$ cat config.mk
export PLATFORM = sky130hd
export DESIGN_NAME = link_frame_tx
export DESIGN_NICKNAME = d
export VERILOG_FILES = /design/src/rtl/link_frame_pkg.sv /design/src/rtl/lft_arbiter.sv /design/src/rtl/lft_payload_shift.sv /design/src/rtl/link_frame_tx.sv
export SDC_FILE = /design/constraint.sdc
export NUM_CORES = 1
export LEC_CHECK = 0
export ABC_CLOCK_PERIOD_IN_PS = 2130
export BUFFER_PORTS_ARGS = -buffer_cell sky130_fd_sc_hd__clkbuf_2
export CAP_MARGIN = 30
export CORE_ASPECT_RATIO = 0.6
export CORE_MARGIN = 5
export CORE_UTILIZATION = 25
export CTS_CLUSTER_SIZE = 28
export DETAILED_ROUTE_END_ITERATION = 10
export HOLD_SLACK_MARGIN = 0.15
export PLACE_DENSITY = 0.55
export SETUP_SLACK_MARGIN = 0.2
export SLEW_MARGIN = 20
export SYNTH_ARGS = -nofsm -noshare
export SYNTH_HDL_FRONTEND = slang
export SYNTH_SLANG_ARGS = --single-unit
$ cat constraint.sdc
create_clock -name clk -period 2.13 [get_ports clk]
set_input_delay 0.5325 -clock clk [delete_from_list [all_inputs] [get_ports clk]]
set_output_delay 0.5325 -clock clk [all_outputs]
set_load 0.05 [all_outputs]
$ cat src/rtl/link_frame_pkg.sv
package link_frame_pkg;
  localparam int WORD_W = 16;
  localparam int TAG_W  = 8;

  localparam logic [TAG_W-1:0] TAG_ADDR  = 8'hA0;
  localparam logic [TAG_W-1:0] TAG_WDATA = 8'hA2;
  localparam logic [TAG_W-1:0] TAG_AUX   = 8'hA7;

  // channel index doubles as priority rank (0 = highest)
  localparam int CH_AUX   = 0;
  localparam int CH_ADDR  = 1;
  localparam int CH_WDATA = 2;
  localparam int N_CH     = 3;

  function automatic logic [WORD_W-1:0] hdr_addr(input logic [5:0] am, input logic lword_n);
    return {TAG_ADDR, am, 1'b0, lword_n};
  endfunction

  function automatic logic [WORD_W-1:0] hdr_wdata(input logic [1:0] ds_n);
    return {TAG_WDATA, 6'b000000, ds_n};
  endfunction

  function automatic logic [WORD_W-1:0] hdr_aux(input logic [5:0] ga, input logic iack_n,
                                                input logic iackin_n);
    return {TAG_AUX, iackin_n, iack_n, ga};
  endfunction

  // address bits 31:1 split into the two payload words
  function automatic logic [WORD_W-1:0] addr_hi(input logic [30:0] a);
    return a[30:15];
  endfunction

  function automatic logic [WORD_W-1:0] addr_lo(input logic [30:0] a);
    return {a[14:0], 1'b0};
  endfunction
endpackage

$ cat src/rtl/lft_arbiter.sv
module lft_arbiter #(
  parameter int N = 3
) (
  input  logic         en,
  input  logic [N-1:0] req,
  output logic [N-1:0] gnt
);
  // index 0 has the highest priority
  always_comb begin
    logic taken;
    taken = 1'b0;
    gnt   = '0;
    for (int i = 0; i < N; i++) begin
      if (en && req[i] && !taken) begin
        gnt[i] = 1'b1;
        taken  = 1'b1;
      end
    end
  end
endmodule

$ cat src/rtl/lft_payload_shift.sv
module lft_payload_shift #(
  parameter int WORD_W = 16,
  parameter int DEPTH  = 4,
  localparam int CNT_W = $clog2(DEPTH + 1)
) (
  input  logic                    clk,
  input  logic                    rst_n,
  input  logic                    load,
  input  logic [CNT_W-1:0]        load_len,
  input  logic [DEPTH*WORD_W-1:0] load_words,  // word i at [i*WORD_W +: WORD_W], sent first at i=0
  output logic                    busy,
  output logic [WORD_W-1:0]       head
);
  logic [WORD_W-1:0] slot [DEPTH];
  logic [CNT_W-1:0]  left;

  always_ff @(posedge clk) begin
    if (!rst_n)
      left <= '0;
    else if (load)
      left <= load_len;
    else if (left != '0)
      left <= left - 1'b1;
  end

  for (genvar i = 0; i < DEPTH; i++) begin : g_slot
    always_ff @(posedge clk) begin
      if (load)
        slot[i] <= load_words[i*WORD_W +: WORD_W];
      else if (i < DEPTH - 1)
        slot[i] <= slot[(i < DEPTH - 1) ? i + 1 : i];
    end
  end

  assign busy = (left != '0);
  assign head = slot[0];
endmodule

$ cat src/rtl/link_frame_tx.sv
module link_frame_tx
  import link_frame_pkg::*;
#(
  parameter int DATA_W = 64
) (
  input  logic              clk,
  input  logic              rst_n,
  input  logic              aux_valid,
  output logic              aux_ready,
  input  logic [5:0]        aux_ga,
  input  logic              aux_iack_n,
  input  logic              aux_iackin_n,
  input  logic              adr_valid,
  output logic              adr_ready,
  input  logic [5:0]        adr_am,
  input  logic              adr_lword_n,
  input  logic [30:0]       adr_addr,
  input  logic              wr_valid,
  output logic              wr_ready,
  input  logic [1:0]        wr_ds_n,
  input  logic [DATA_W-1:0] wr_data,
  output logic [15:0]       link_word,
  output logic              link_frame
);
  localparam int DATA_WORDS = DATA_W / WORD_W;
  localparam int PAY_DEPTH  = (DATA_WORDS > 2) ? DATA_WORDS : 2;
  localparam int CNT_W      = $clog2(PAY_DEPTH + 1);

  logic [N_CH-1:0]           req, gnt;
  logic                      pay_busy;
  logic                      grant_any;
  logic [WORD_W-1:0]         pay_head;
  logic [WORD_W-1:0]         hdr_word;
  logic                      pay_load;
  logic [CNT_W-1:0]          pay_len;
  logic [PAY_DEPTH*WORD_W-1:0] pay_words;
  logic [PAY_DEPTH*WORD_W-1:0] addr_words;
  logic [PAY_DEPTH*WORD_W-1:0] data_words;

  assign req[CH_AUX]   = aux_valid;
  assign req[CH_ADDR]  = adr_valid;
  assign req[CH_WDATA] = wr_valid;

  lft_arbiter #(.N(N_CH)) u_arb (
    .en  (rst_n && !pay_busy),
    .req (req),
    .gnt (gnt)
  );

  assign grant_any = |gnt;
  assign aux_ready = gnt[CH_AUX];
  assign adr_ready = gnt[CH_ADDR];
  assign wr_ready  = gnt[CH_WDATA];

  always_comb begin
    hdr_word = '0;
    if (gnt[CH_AUX])        hdr_word = hdr_aux(aux_ga, aux_iack_n, aux_iackin_n);
    else if (gnt[CH_ADDR])  hdr_word = hdr_addr(adr_am, adr_lword_n);
    else if (gnt[CH_WDATA]) hdr_word = hdr_wdata(wr_ds_n);
  end

  // payload images, first word to send in slot 0
  always_comb begin
    addr_words = '0;
    addr_words[0 +: WORD_W]      = addr_hi(adr_addr);
    addr_words[WORD_W +: WORD_W] = addr_lo(adr_addr);
  end

  for (genvar i = 0; i < PAY_DEPTH; i++) begin : g_data
    if (i < DATA_WORDS) begin : g_used
      assign data_words[i*WORD_W +: WORD_W] = wr_data[DATA_W-1-i*WORD_W -: WORD_W];
    end else begin : g_pad
      assign data_words[i*WORD_W +: WORD_W] = '0;
    end
  end

  assign pay_load  = gnt[CH_ADDR] | gnt[CH_WDATA];
  assign pay_words = gnt[CH_ADDR] ? addr_words : data_words;
  assign pay_len   = gnt[CH_ADDR] ? CNT_W'(2) : CNT_W'(DATA_WORDS);

  lft_payload_shift #(.WORD_W(WORD_W), .DEPTH(PAY_DEPTH)) u_shift (
    .clk        (clk),
    .rst_n      (rst_n),
    .load       (pay_load),
    .load_len   (pay_len),
    .load_words (pay_words),
    .busy       (pay_busy),
    .head       (pay_head)
  );

  assign link_frame = grant_any;
  assign link_word  = (rst_n && pay_busy) ? pay_head : hdr_word;
endmodule

Word level (Yosys, flattened, before mapping)

Memories as Yosys holds them, arrays and structs flattened.
Cells that the tools add are included.

Register bits: 3
RAM bits: 64
Input port bits: 117
Output and inout port bits: 20
Word-level logic and storage cells: 38
Memories kept: 1

Memories:

| name         | depth | width | read ports | clocked after memory_dff | write ports | line                    | source |
|---|---|---|---|---|---|---|---|
| u_shift.slot | 4     | 16    | 4          | 0                        | 4           | lft_payload_shift.sv:14 | `logic [WORD_W-1:0] slot [DEPTH];` |

Add/subtract/negate cells: 1
Multiplexer cells: 18
Bitwise logic cells: 4
Reductions and logical operators: 13

Operators with widths:

| operator            | count |
|---|---|
| $mux 16             | 7 |
| $mux 64             | 1 |
| $mux 3              | 3 |
| $logic_and 1x1->1   | 7 |
| $mux 1              | 7 |
| $or 1x1->1          | 4 |
| $logic_not 1->1     | 3 |
| $reduce_bool 3->1   | 1 |
| $reduce_or 3->1     | 1 |
| $sub 3x1->3 const B | 1 |
| $reduce_bool 2->1   | 1 |

Depth between registers and ports, before layout

Gate-level depths: netlist (run 1).

Depth after elaboration: 15
Mapped depth: 7
Depth with buffers taken out: 5

Cells and area by module

Synthesis (run 1) repeated with hierarchy kept, for this count alone.

Cell total of the unflattened synthesis: 268
Area total of the unflattened synthesis: 3253.1 sq um

By module, submodules not included:

| module            | times used | cells each | area an instance (sq um) | sequential area each (sq um) |
|---|---|---|---|---|
| lft_payload_shift | 1          | 139        | 2248.4                   | 1501.4 |
| link_frame_tx     | 1          | 126        | 974.7                    | 0.0 |
| lft_arbiter       | 1          | 3          | 30.0                     | 0.0 |

Worst setup path after synthesis (run 1)

No wires, ideal clock.

Kind: flip-flop to output port
From: reg u_shift.left[0]
To: out link_word[9]
Arrival time: 1949 ps
Required time: 1597 ps
Slack: -351 ps
Stages on the path, launching flop included: 7
Cells stage by stage: dfxtp_1 > inv_1 > ha_1 > and3b_4 > clkbuf_1 > and2_1 > a211o_1

Cells in the longest elaborated chain, start to end: 15

RTL lines:

| item                   | line                    | source |
|---|---|---|
| from (decl)            | lft_payload_shift.sv:15 | `logic [CNT_W-1:0] left;` |
| from (signal assigned) | lft_payload_shift.sv:21 | `left <= load_len;` |
| from (signal assigned) | lft_payload_shift.sv:23 | `left <= left - 1'b1;` |
| $reduce_bool 3->1 *    | lft_payload_shift.sv:35 | `assign busy = (left != '0);` |
| $logic_not 1->1 *      | link_frame_tx.sv:45     | `.en (rst_n && !pay_busy),` |
| $logic_and 1x1->1 *    | link_frame_tx.sv:45     |  |
| $logic_and 1x1->1 *    | lft_arbiter.sv:14       | `if (en && req[i] && !taken) begin` |
| $mux 1 *               | lft_arbiter.sv:14       |  |
| net aux_ready          | link_frame_tx.sv:9      | `output logic aux_ready,` |
| $logic_not 1->1        | lft_arbiter.sv:14       |  |
| $logic_and 1x1->1      | lft_arbiter.sv:14       |  |
| $mux 1                 | lft_arbiter.sv:14       |  |
| $logic_not 1->1        | lft_arbiter.sv:14       |  |
| $logic_and 1x1->1      | lft_arbiter.sv:14       |  |
| $mux 1                 | lft_arbiter.sv:14       |  |
| $mux 16                | link_frame_tx.sv:59     | `else if (gnt[CH_WDATA]) hdr_word = hdr_wdata(wr_ds_n);` |
| $mux 16                | link_frame_tx.sv:58     | `else if (gnt[CH_ADDR]) hdr_word = hdr_addr(adr_am, adr_lword_n);` |
| $mux 16 *              | link_frame_tx.sv:57     | `if (gnt[CH_AUX]) hdr_word = hdr_aux(aux_ga, aux_iack_n, aux_iackin_n);` |
| $mux 16 *              | link_frame_tx.sv:92     | `assign link_word = (rst_n && pay_busy) ? pay_head : hdr_word;` |
| to (decl)              | link_frame_tx.sv:22     | `output logic [15:0] link_word,` |

The timed path passes the listed nets; every way through them passes the cells marked *.

Worst setup path in the final report (run 1)

From: reg u_shift.left[0]
To: out link_word[4]

Cells in the longest elaborated chain, start to end: 11

RTL lines:

| item                | line |
|---|---|
| $reduce_bool 3->1 * | lft_payload_shift.sv:35 |
| $logic_not 1->1     | link_frame_tx.sv:45 |
| $logic_and 1x1->1   | link_frame_tx.sv:45 |
| $logic_and 1x1->1   | lft_arbiter.sv:14 |
| $mux 1              | lft_arbiter.sv:14 |
| $logic_not 1->1     | lft_arbiter.sv:14 |
| $logic_and 1x1->1   | lft_arbiter.sv:14 |
| $mux 1              | lft_arbiter.sv:14 |
| $mux 16             | link_frame_tx.sv:58 |
| $mux 16             | link_frame_tx.sv:57 |
| $mux 16 *           | link_frame_tx.sv:92 |

Every way passes the cells marked *; elsewhere a longest branch is shown, timed or not.

==> results of run 1 <==
==> stage by stage <==
step                      worst slack [ns]  hold WS [ns]
after global routing                -0.253         0.420
final                               -0.200         0.428
after CTS                           -0.208         0.420
after floorplan                   -0.00847         0.420
after global placement             -0.0622         0.427
after detailed placement           -0.0628         0.425
==> synthesized netlist by cell type (all sizes together), types with 2 or more instances <==
master  count
inv         4
and3       41
dfxtp      51
a221o      37
clkbuf      7
and2b       2
buf        16
a21o        4
o21ai       3
nor2b      18
nor3        2
a22o       17
and2        3
ha          2
edfxtp     16
nor2        2
==> metal layers <==
metal,up-vias,track usage (%),share of wire [%]
met5,-,0,0
met4,0,3.29,0.40
met3,6,6.65,8.3
met2,84,20.0,42
met1,1190,19.3,49
li1,1285,-,-
==> final timing paths <==
check / start / to / slack [ns] / cells after the start
max: u_shift.left[0]$_SDFFE_PN0P_ / link_word[4] / -0.20 / 6
min: wr_data[18] / u_shift.slot[2][2]$_DFF_P_ / 0.43 / 2
max reg2reg: u_shift.left[0]$_SDFFE_PN0P_ / u_shift.slot[1][7]$_DFF_P_ / 0.25 / 8
min reg2reg: u_shift.slot[2][0]$_DFF_P_ / u_shift.slot[1][0]$_DFF_P_ / 0.44 / 1
==> area by class of cell <==
type	instances	area share [%]
inverter	4	0.319
multi-input combinational	147	27.6
clock inverter	3	0.372
clock buffer	12	5.02
tap	139	3.69
sequential	67	31.9
timing repair buffer	183	31.1
==> logic make-up (layout without fill, tap and decap cells) <==
kind of cell | Yosys count | count (layout)
and+or+nand+nor | 74 | 75
xor gates and xnor gates | 1 | 1
DFF | 67 | 67
adders and majority gates | 2 | 2
AOI/OAI and AO/OA | 68 | 69
buffers and inverters | 27 | 202
==> power groups by stage <==
stage	registers (W)	clock network, W	logic (W)
2_1_floorplan	0.00171	0	0.00135
3_3_place_gp	0.00176	0	0.00214
3_5_place_dp	0.00176	0	0.00217
4_1_cts	0.00174	0.00131	0.00260
5_1_grt	0.00177	0.00137	0.00287
6_report	0.00174	0.00128	0.00271
==> state kept, by name (all words and copies together), names as in the netlist <==
name          cells
u_shift.slot     64
u_shift.left      3
==> timing repair <==
| action | in CTS | in global routing |
|---|---|---|
| pin swaps | 7 | 6 |
| resized for setup | 47 | 13 |
| setup endpoints to repair | 39 | 63 |
| cloned | 1 | 3 |
| hold buffers | 0 | 0 |
| buffers inserted | 10 | 3 |
==> results list, run 1 <==
- STA classifies the critical path endpoint as an output port.
- The most used flip-flop cell after synthesis is sky130_fd_sc_hd__dfxtp_1.
* Count of cell types in the netlist: 34
- By area, the combinational part of the netlist is dominated by compound AO/OA/AOI/OAI gates.
- At the pin with the least slew margin, the transition time is 0.304 ns.
* Setup slack after layout: -0.200 ns
- The die is between 100 and 150 um wide.
* Number of max-slew violations in the final report: 0
- Adding up every negative setup slack in the final design gives -2.07 ns.
* Root buffer cell: sky130_fd_sc_hd__clkbuf_16
* Placed Area: 4040 um2
- The synthesized netlist devotes a little under a quarter of its cell area to compound gates.
* Simple-Gate Fraction of Synth Area: 16.8%
- Leftover overflow at the end of global routing: 0
* Total track usage: 14.1%
* Power density over the cells: 1220 nW/um2
- In the synthesized netlist, mux cells make up 0% of the area.
- After detailed placement, the design holds a cell count of 523.
* Share of the cycle needed by the critical path after routing: 109%
- Fraction of registers with async set or reset after synthesis: 0%
- Fraction of synthesized cell area in xor and xnor cells: 0.313%
- Via-per-instance ratio: between 4 and 5
- Setup violations remaining at the end of the flow were counted as 15.
* Count of inserted antenna diode cells: 0
- Leakage power: approximately 2.3 nW
- Violations in the final reports: negative setup slack
- Once the floorplan was initialized, standard cells occupied 26.1% of the core.
- The clock reaches the later pin of the worst-skew pair after 0.32 ns.
* Count of flip-flops with a built-in enable after synthesis: 16
* Per-instance average area after synthesis: ~12 um2
- Post-synthesis register bit count: 67
- Largest cells by area after synthesis: sky130_fd_sc_hd__dfxtp_1 36%, sky130_fd_sc_hd__edfxtp_1 17%, sky130_fd_sc_hd__a221o_1 13%
- Number of failing hold endpoints at the final stage: 0
- Total area of sequential cells: 1500 um2
- Share of synthesized cell area in full adder, half adder and majority cells: 0.894%
- In the layout the commonest cells are 116 x sky130_fd_sc_hd__clkbuf_2, 50 x sky130_fd_sc_hd__dfxtp_1, 38 x sky130_fd_sc_hd__and3_1, 31 x sky130_fd_sc_hd__a221o_1, 30 x sky130_fd_sc_hd__buf_4.
- After the last flow step, the layout net total stands at around 530.
* Post-Layout Cell Count: roughly 560
* Net Sw Frac: 33.2%
* CTS sink count: 67
- Overall via count from detail_route: 2565
- Maximum fanout along the worst path: 9
- Number of buffers on the longest clock path: 2
- Placed wire-length estimate: 7240 um
- Required time at the endpoint of the critical path: 1.60 ns
- The slowest stage of the critical path is the sky130_fd_sc_hd__a221o_2 cell.
- Die Y-Extent: 92.0 um
- Total of max-cap violations: 0
- After detailed routing, the number of remaining DRC violations is 0.
- The initial antenna violation count came to 0.
- Sequential share of power: 30.4%
- Average wire length per cell after detail routing: 17.6 um
- Outcome: finished, violations left
* Clock transition time at the flip-flop clock pins of the worst setup and hold paths: 0.05 ns
- Buffers inserted during clock tree synthesis total 9.
* Area occupied by multi-input gates: 1300 um2
- Critical path class: reg2out
- Port buffering added around 140 buffers.
- Startpoint type of the worst setup path: register
- Seq/Total Area, Yosys: 53.6%
* Proportion of netlist area held by the largest area contributor: 36.5%
* Total non-filler cell area in the finished layout: 4710 um2
* Data arrival time at the worst-slack endpoint: 1.80 ns
* Placeable Area: 10700 um2
- Boundary pin count: 137
- CP top delay family: simple AND/OR/NAND/NOR gates
- Number of standard cells after synthesis: 239
- Combinational cell fraction of total power: 47.2%
- The worst hold path belongs to the class in2reg.
* Overall power consumption: 0.00573 W
- Routability-driven placement finished with a final weighted congestion of 0.815.
* Cell-internal power: 0.00383 W
- Leaving out fill and tap cells, the most frequent cell in the layout is sky130_fd_sc_hd__clkbuf_2.
- The analysis attributes to net switching a power of 0.00190 W.
* Share of post-route cells with drive strength above 1: between 50% and 60%
- The worst-case IR drop observed on VDD is 0.388 mV.
- The H-tree generated during clock tree synthesis spans 3 levels.
- Number of warnings reported in the yosys synthesis log: 0
* Drt initial violations: 100
- In this run the remaining antenna-violating nets after routing total 0.
- Of the total power, the clock network draws 22.3%.
- The first global-routing pass estimated between 10000 and 15000 um of wire.
- CTS tree: built
- The final layout contains routed wiring with a total length of ~10000 um.
* Area growth from synthesis to final layout: 68.3%
* Buffer and inverter count on the worst path: 2
- For the final database, setup skew stands at 0.00516 ns.
- Cell-by-cell trace of the critical path: inv_2 > ha_4 > and3b_4 > and2_4 > a221o_2 > buf_8
- For this run, the slowest stage of the critical path takes 0.38 ns.
* Max-slew headroom: 79.7%
- Leading area contributor after synthesis: sky130_fd_sc_hd__dfxtp_1
- Min cycle time layout: roughly 2.3 ns
- Setup repair after global routing missed its margin: yes
- Largest net degree at the start of global routing: 29
* Drt pass-1 iters: 4
* Syn Std Cell Area: about 2800 um2
* Nets in the synthesized netlist: 358
* Total number of placement rows: 29
- The via count of the first global-routing pass is 2780.
- # fillers: 1080
* End-of-flow core utilization: 43.9%
* Overall die area: between 10000 and 15000 um2
- Timing would allow up to 429 MHz.
Power figures use the tool's default switching activity.
==> run 2, diff against run 1 <==
Settings changed: MAX_ROUTING_LAYER from default to met4.
==> run 2 against run 1 <==
Net effect:
- the run still ends with negative setup slack left
- via count decreased by 0.19%
- first-iteration DRC count grew 3.0%
- sequential share of layout area is the same
- power about the same
- critical path type unchanged
- critical endpoint unchanged
==> results list, run 2 (same netlist as run 1, synthesis figures left out) <==
- Outcome: finished, violations left
- Violations in the final reports: negative setup slack
* Global-route wire length before repair: 14800 um (-0.14%)
* Startpoint of the worst hold path: wr_data[20]
- The routability-driven placement congestion ratio was 0.827 (+1.5%).
- Antenna violations before repair: 0 (unchanged)
- The total number of nets in the final design was 531 (unchanged).
- The number of iterations in the first detailed-routing pass came to 4 (unchanged).
- The slack of the critical path was -0.200 ns (+0.000211 ns).
* Overall via count from detail_route: 2560 (-0.19%)
- Biggest register: u_shift.slot
- The final cell utilization of the core is 43.9% (unchanged).
* Area growth from synthesis to final layout: 68.3% (unchanged)
- The clock-pin slew of the registers on the worst-case setup and hold paths was 0.05 ns (about the same).
- The switching power was 0.00190 W (about the same).
- The library cell used most frequently in the layout, excluding fill and tap cells, is sky130_fd_sc_hd__clkbuf_2.
- The residual overflow from global routing came to 0 (unchanged).
* Drt initial violations: 103 (+3.0%)
- The largest incremental delay on the critical path is 0.38 ns (about the same).
* Placed Area: 4040 um2 (unchanged)
- Cell-internal power: 0.00383 W (about the same)
* Achievable clock frequency: 429 MHz (about the same)
* Setup repair after global routing missed its margin: yes
* DRT Wirelength: 9780 um (+0.24%)
- # fillers: 1080 (unchanged)
* Combinational cell fraction of total power: 47.3% (about the same)
* Total of max-cap violations: 0 (unchanged)
- Clock buffers created by TritonCTS: 9 (unchanged)
* Startpoint type of the worst setup path: register
- The startpoint identified for the worst register-to-register timing path is u_shift.left[0]$_SDFFE_PN0P_.
- The top cell types in the final layout, fill and taps aside, are 116 x sky130_fd_sc_hd__clkbuf_2, 50 x sky130_fd_sc_hd__dfxtp_1, 38 x sky130_fd_sc_hd__and3_1, 31 x sky130_fd_sc_hd__a221o_1, 30 x sky130_fd_sc_hd__buf_4.
- Number of max-slew violations in the final report: 0 (unchanged)
- Worst reg2reg path endpoint: u_shift.slot[1][7]$_DFF_P_
- In the final layout, the registers with the most flip-flops are u_shift.slot: 64 flops, u_shift.left: 3 flops.
- The post-layout minimum cycle time is 2.33 ns (-0.000211 ns).
- Max-slew headroom: 79.4% (-0.30 points)
* Critical path class: reg2out
- CP Capture Type: output port
* Clock latency at the later pin of the worst-skew pair: 0.32 ns (about the same)
- The part of the power in registers came to 30.4% (about the same).
- The cell family contributing the most delay on the critical path is simple AND/OR/NAND/NOR gates.
- Total non-filler cell area in the finished layout: 4710 um2 (unchanged)
* Number of failing hold endpoints at the final stage: 0 (unchanged)
- The starting utilization of the core area was 26.1% (unchanged).
- The arrival time at the worst endpoint is 1.80 ns (about the same).
- The portion of total power attributed to the clock network was 22.3% (about the same).
* Port bufs: 136 (unchanged)
- Number of cells traversed by the worst hold path: 2 (unchanged)
- Number of endpoints failing setup at the final stage: 15 (unchanged)
* Root buffer cell: sky130_fd_sc_hd__clkbuf_16
- TritonCTS built the clock tree.
- Leakage power: 2.30 nW (unchanged)
- Overall die area: 13500 um2 (unchanged)
* Number of cells on the worst reg-to-reg path: 8 (unchanged)
- The core area was 10700 um2 (unchanged).
- Buffer and inverter count on the worst path: 2 (unchanged)
- The required time reported for the critical path endpoint came to 1.60 ns (about the same).
* Share of post-route cells with drive strength above 1: 55.3% (unchanged)
* Power density over the cells: 1220 nW/um2 (about the same)
- Worst Hold End: u_shift.slot[2][4]$_DFF_P_
* Die X-Extent: 147 um (unchanged)
- Cell at the slowest stage of the critical path: sky130_fd_sc_hd__a221o_2
- Total number of placement rows: 29 (unchanged)
* Number of flip-flops in the largest register: 64 (unchanged)
- The number of nets still failing antenna checks after routing is 0 (unchanged).
* Die Y-Extent: 92.0 um (unchanged)
- Via-per-instance ratio: 4.61 (-0.19%)
- Cell-by-cell trace of the critical path: inv_2 > ha_4 > and3b_4 > and2_4 > a221o_2 > buf_8
- Class of the tightest hold or removal check: in2reg
- Slew at the pin closest to its max-slew limit: 0.309 ns (+0.00455 ns)
- The power consumption was 0.00573 W (about the same).
- The largest clock skew in the final design is 0.00525 ns (+0.0000889 ns).
- The final routed wire length divided by cell count is 17.6 um (+0.24%).
- Number of buffers on the longest clock path: 2 (unchanged)
* Worst hold slack: 0.430 ns (+0.00163 ns)
* Number of global-route vias before repair: 2788 (+0.29%)
* VDD IR max: 0.387 mV (-0.13%)
- The largest fanout of any net on the critical path is 9 (unchanged).
- The post-detailed-placement half-perimeter wirelength is 7240 um (unchanged).
- The pin count of the biggest net entering global routing is 29 (unchanged).
- The number of clock sinks was 67 (unchanged).
- Net Sw Frac: 33.2% (about the same)
- Boundary pin count: 137 (unchanged)
* DRC violation count after routing: 0 (unchanged)
- The global-route total usage across every layer was 14.5% (+0.45 points).
* Share of the cycle needed by the critical path after routing: 109% (about the same)
- The count of antenna diodes in the layout was 0 (unchanged).
- The number of levels in the clock H-tree is 3 (unchanged).
- The reg-to-reg setup timing slack was 0.25 ns (about the same).
==> run 2: cell counts in the layout (fill, tap and decap cells not counted) <==
Identical to the previous run, type by type.
==> run 2: stage by stage <==
step	TNS [ns]	instances	setup WS (ns)
global route	-3.03	555	-0.253
detailed placement	-0.273	523	-0.0628
finish	-2.05	555	-0.200
CTS	-2.26	549	-0.208
floorplan	-0.0495	239	-0.00847
global placement	-0.269	523	-0.0622
==> run 2: worst max-delay path by stage <==
stage,startpoint,endpoint,slack [ns],cells after the start
finish,u_shift.left[0]$_SDFFE_PN0P_,link_word[4],-0.20,6
global placement,rst_n,link_word[5],-0.06,5
detailed placement,rst_n,link_word[4],-0.06,5
floorplan,aux_valid,link_word[5],-0.008,5
CTS,u_shift.left[0]$_SDFFE_PN0P_,link_word[4],-0.21,6
global route,u_shift.left[0]$_SDFFE_PN0P_,link_word[7],-0.25,6
==> run 2: layout make-up <==
type / instances / area [um2] / area share [%]
clock buffer: 12 / 236 / 5.02
clock inverter: 3 / 17.5 / 0.372
inverter: 4 / 15.0 / 0.319
multi-input combinational: 147 / 1300 / 27.6
sequential: 67 / 1500 / 31.9
tap: 139 / 174 / 3.69
timing repair buffer: 183 / 1460 / 31.1
==> run 2: per-layer routing <==
layer  GRT usage [%]  wire length, um  up-vias
met4            3.29               20        0
met2            20.1             4130       85
met3            5.96              681        4
met1            19.7             4940     1187
met5               -                0        -
li1                -                -     1284
==> run 2: timing repair <==
action / 4_1_cts / 5_1_grt
gates cloned: 1 / 3
hold buffers: 0 / 0
setup buffers: 10 / 3
hold endpoints to repair: 0 / 0
endpoints found under the setup margin: 39 / 63
gates resized for setup: 47 / 13
pin swaps: 7 / 6
==> run 2: power by group through the flow <==
stage	Sequential [W]	Clock, W	Combinational [W]
5_1_grt	0.00177	0.00138	0.00287
3_5_place_dp	0.00176	0	0.00217
3_3_place_gp	0.00176	0	0.00214
6_report	0.00174	0.00128	0.00271
2_1_floorplan	0.00171	0	0.00135
4_1_cts	0.00174	0.00131	0.00260
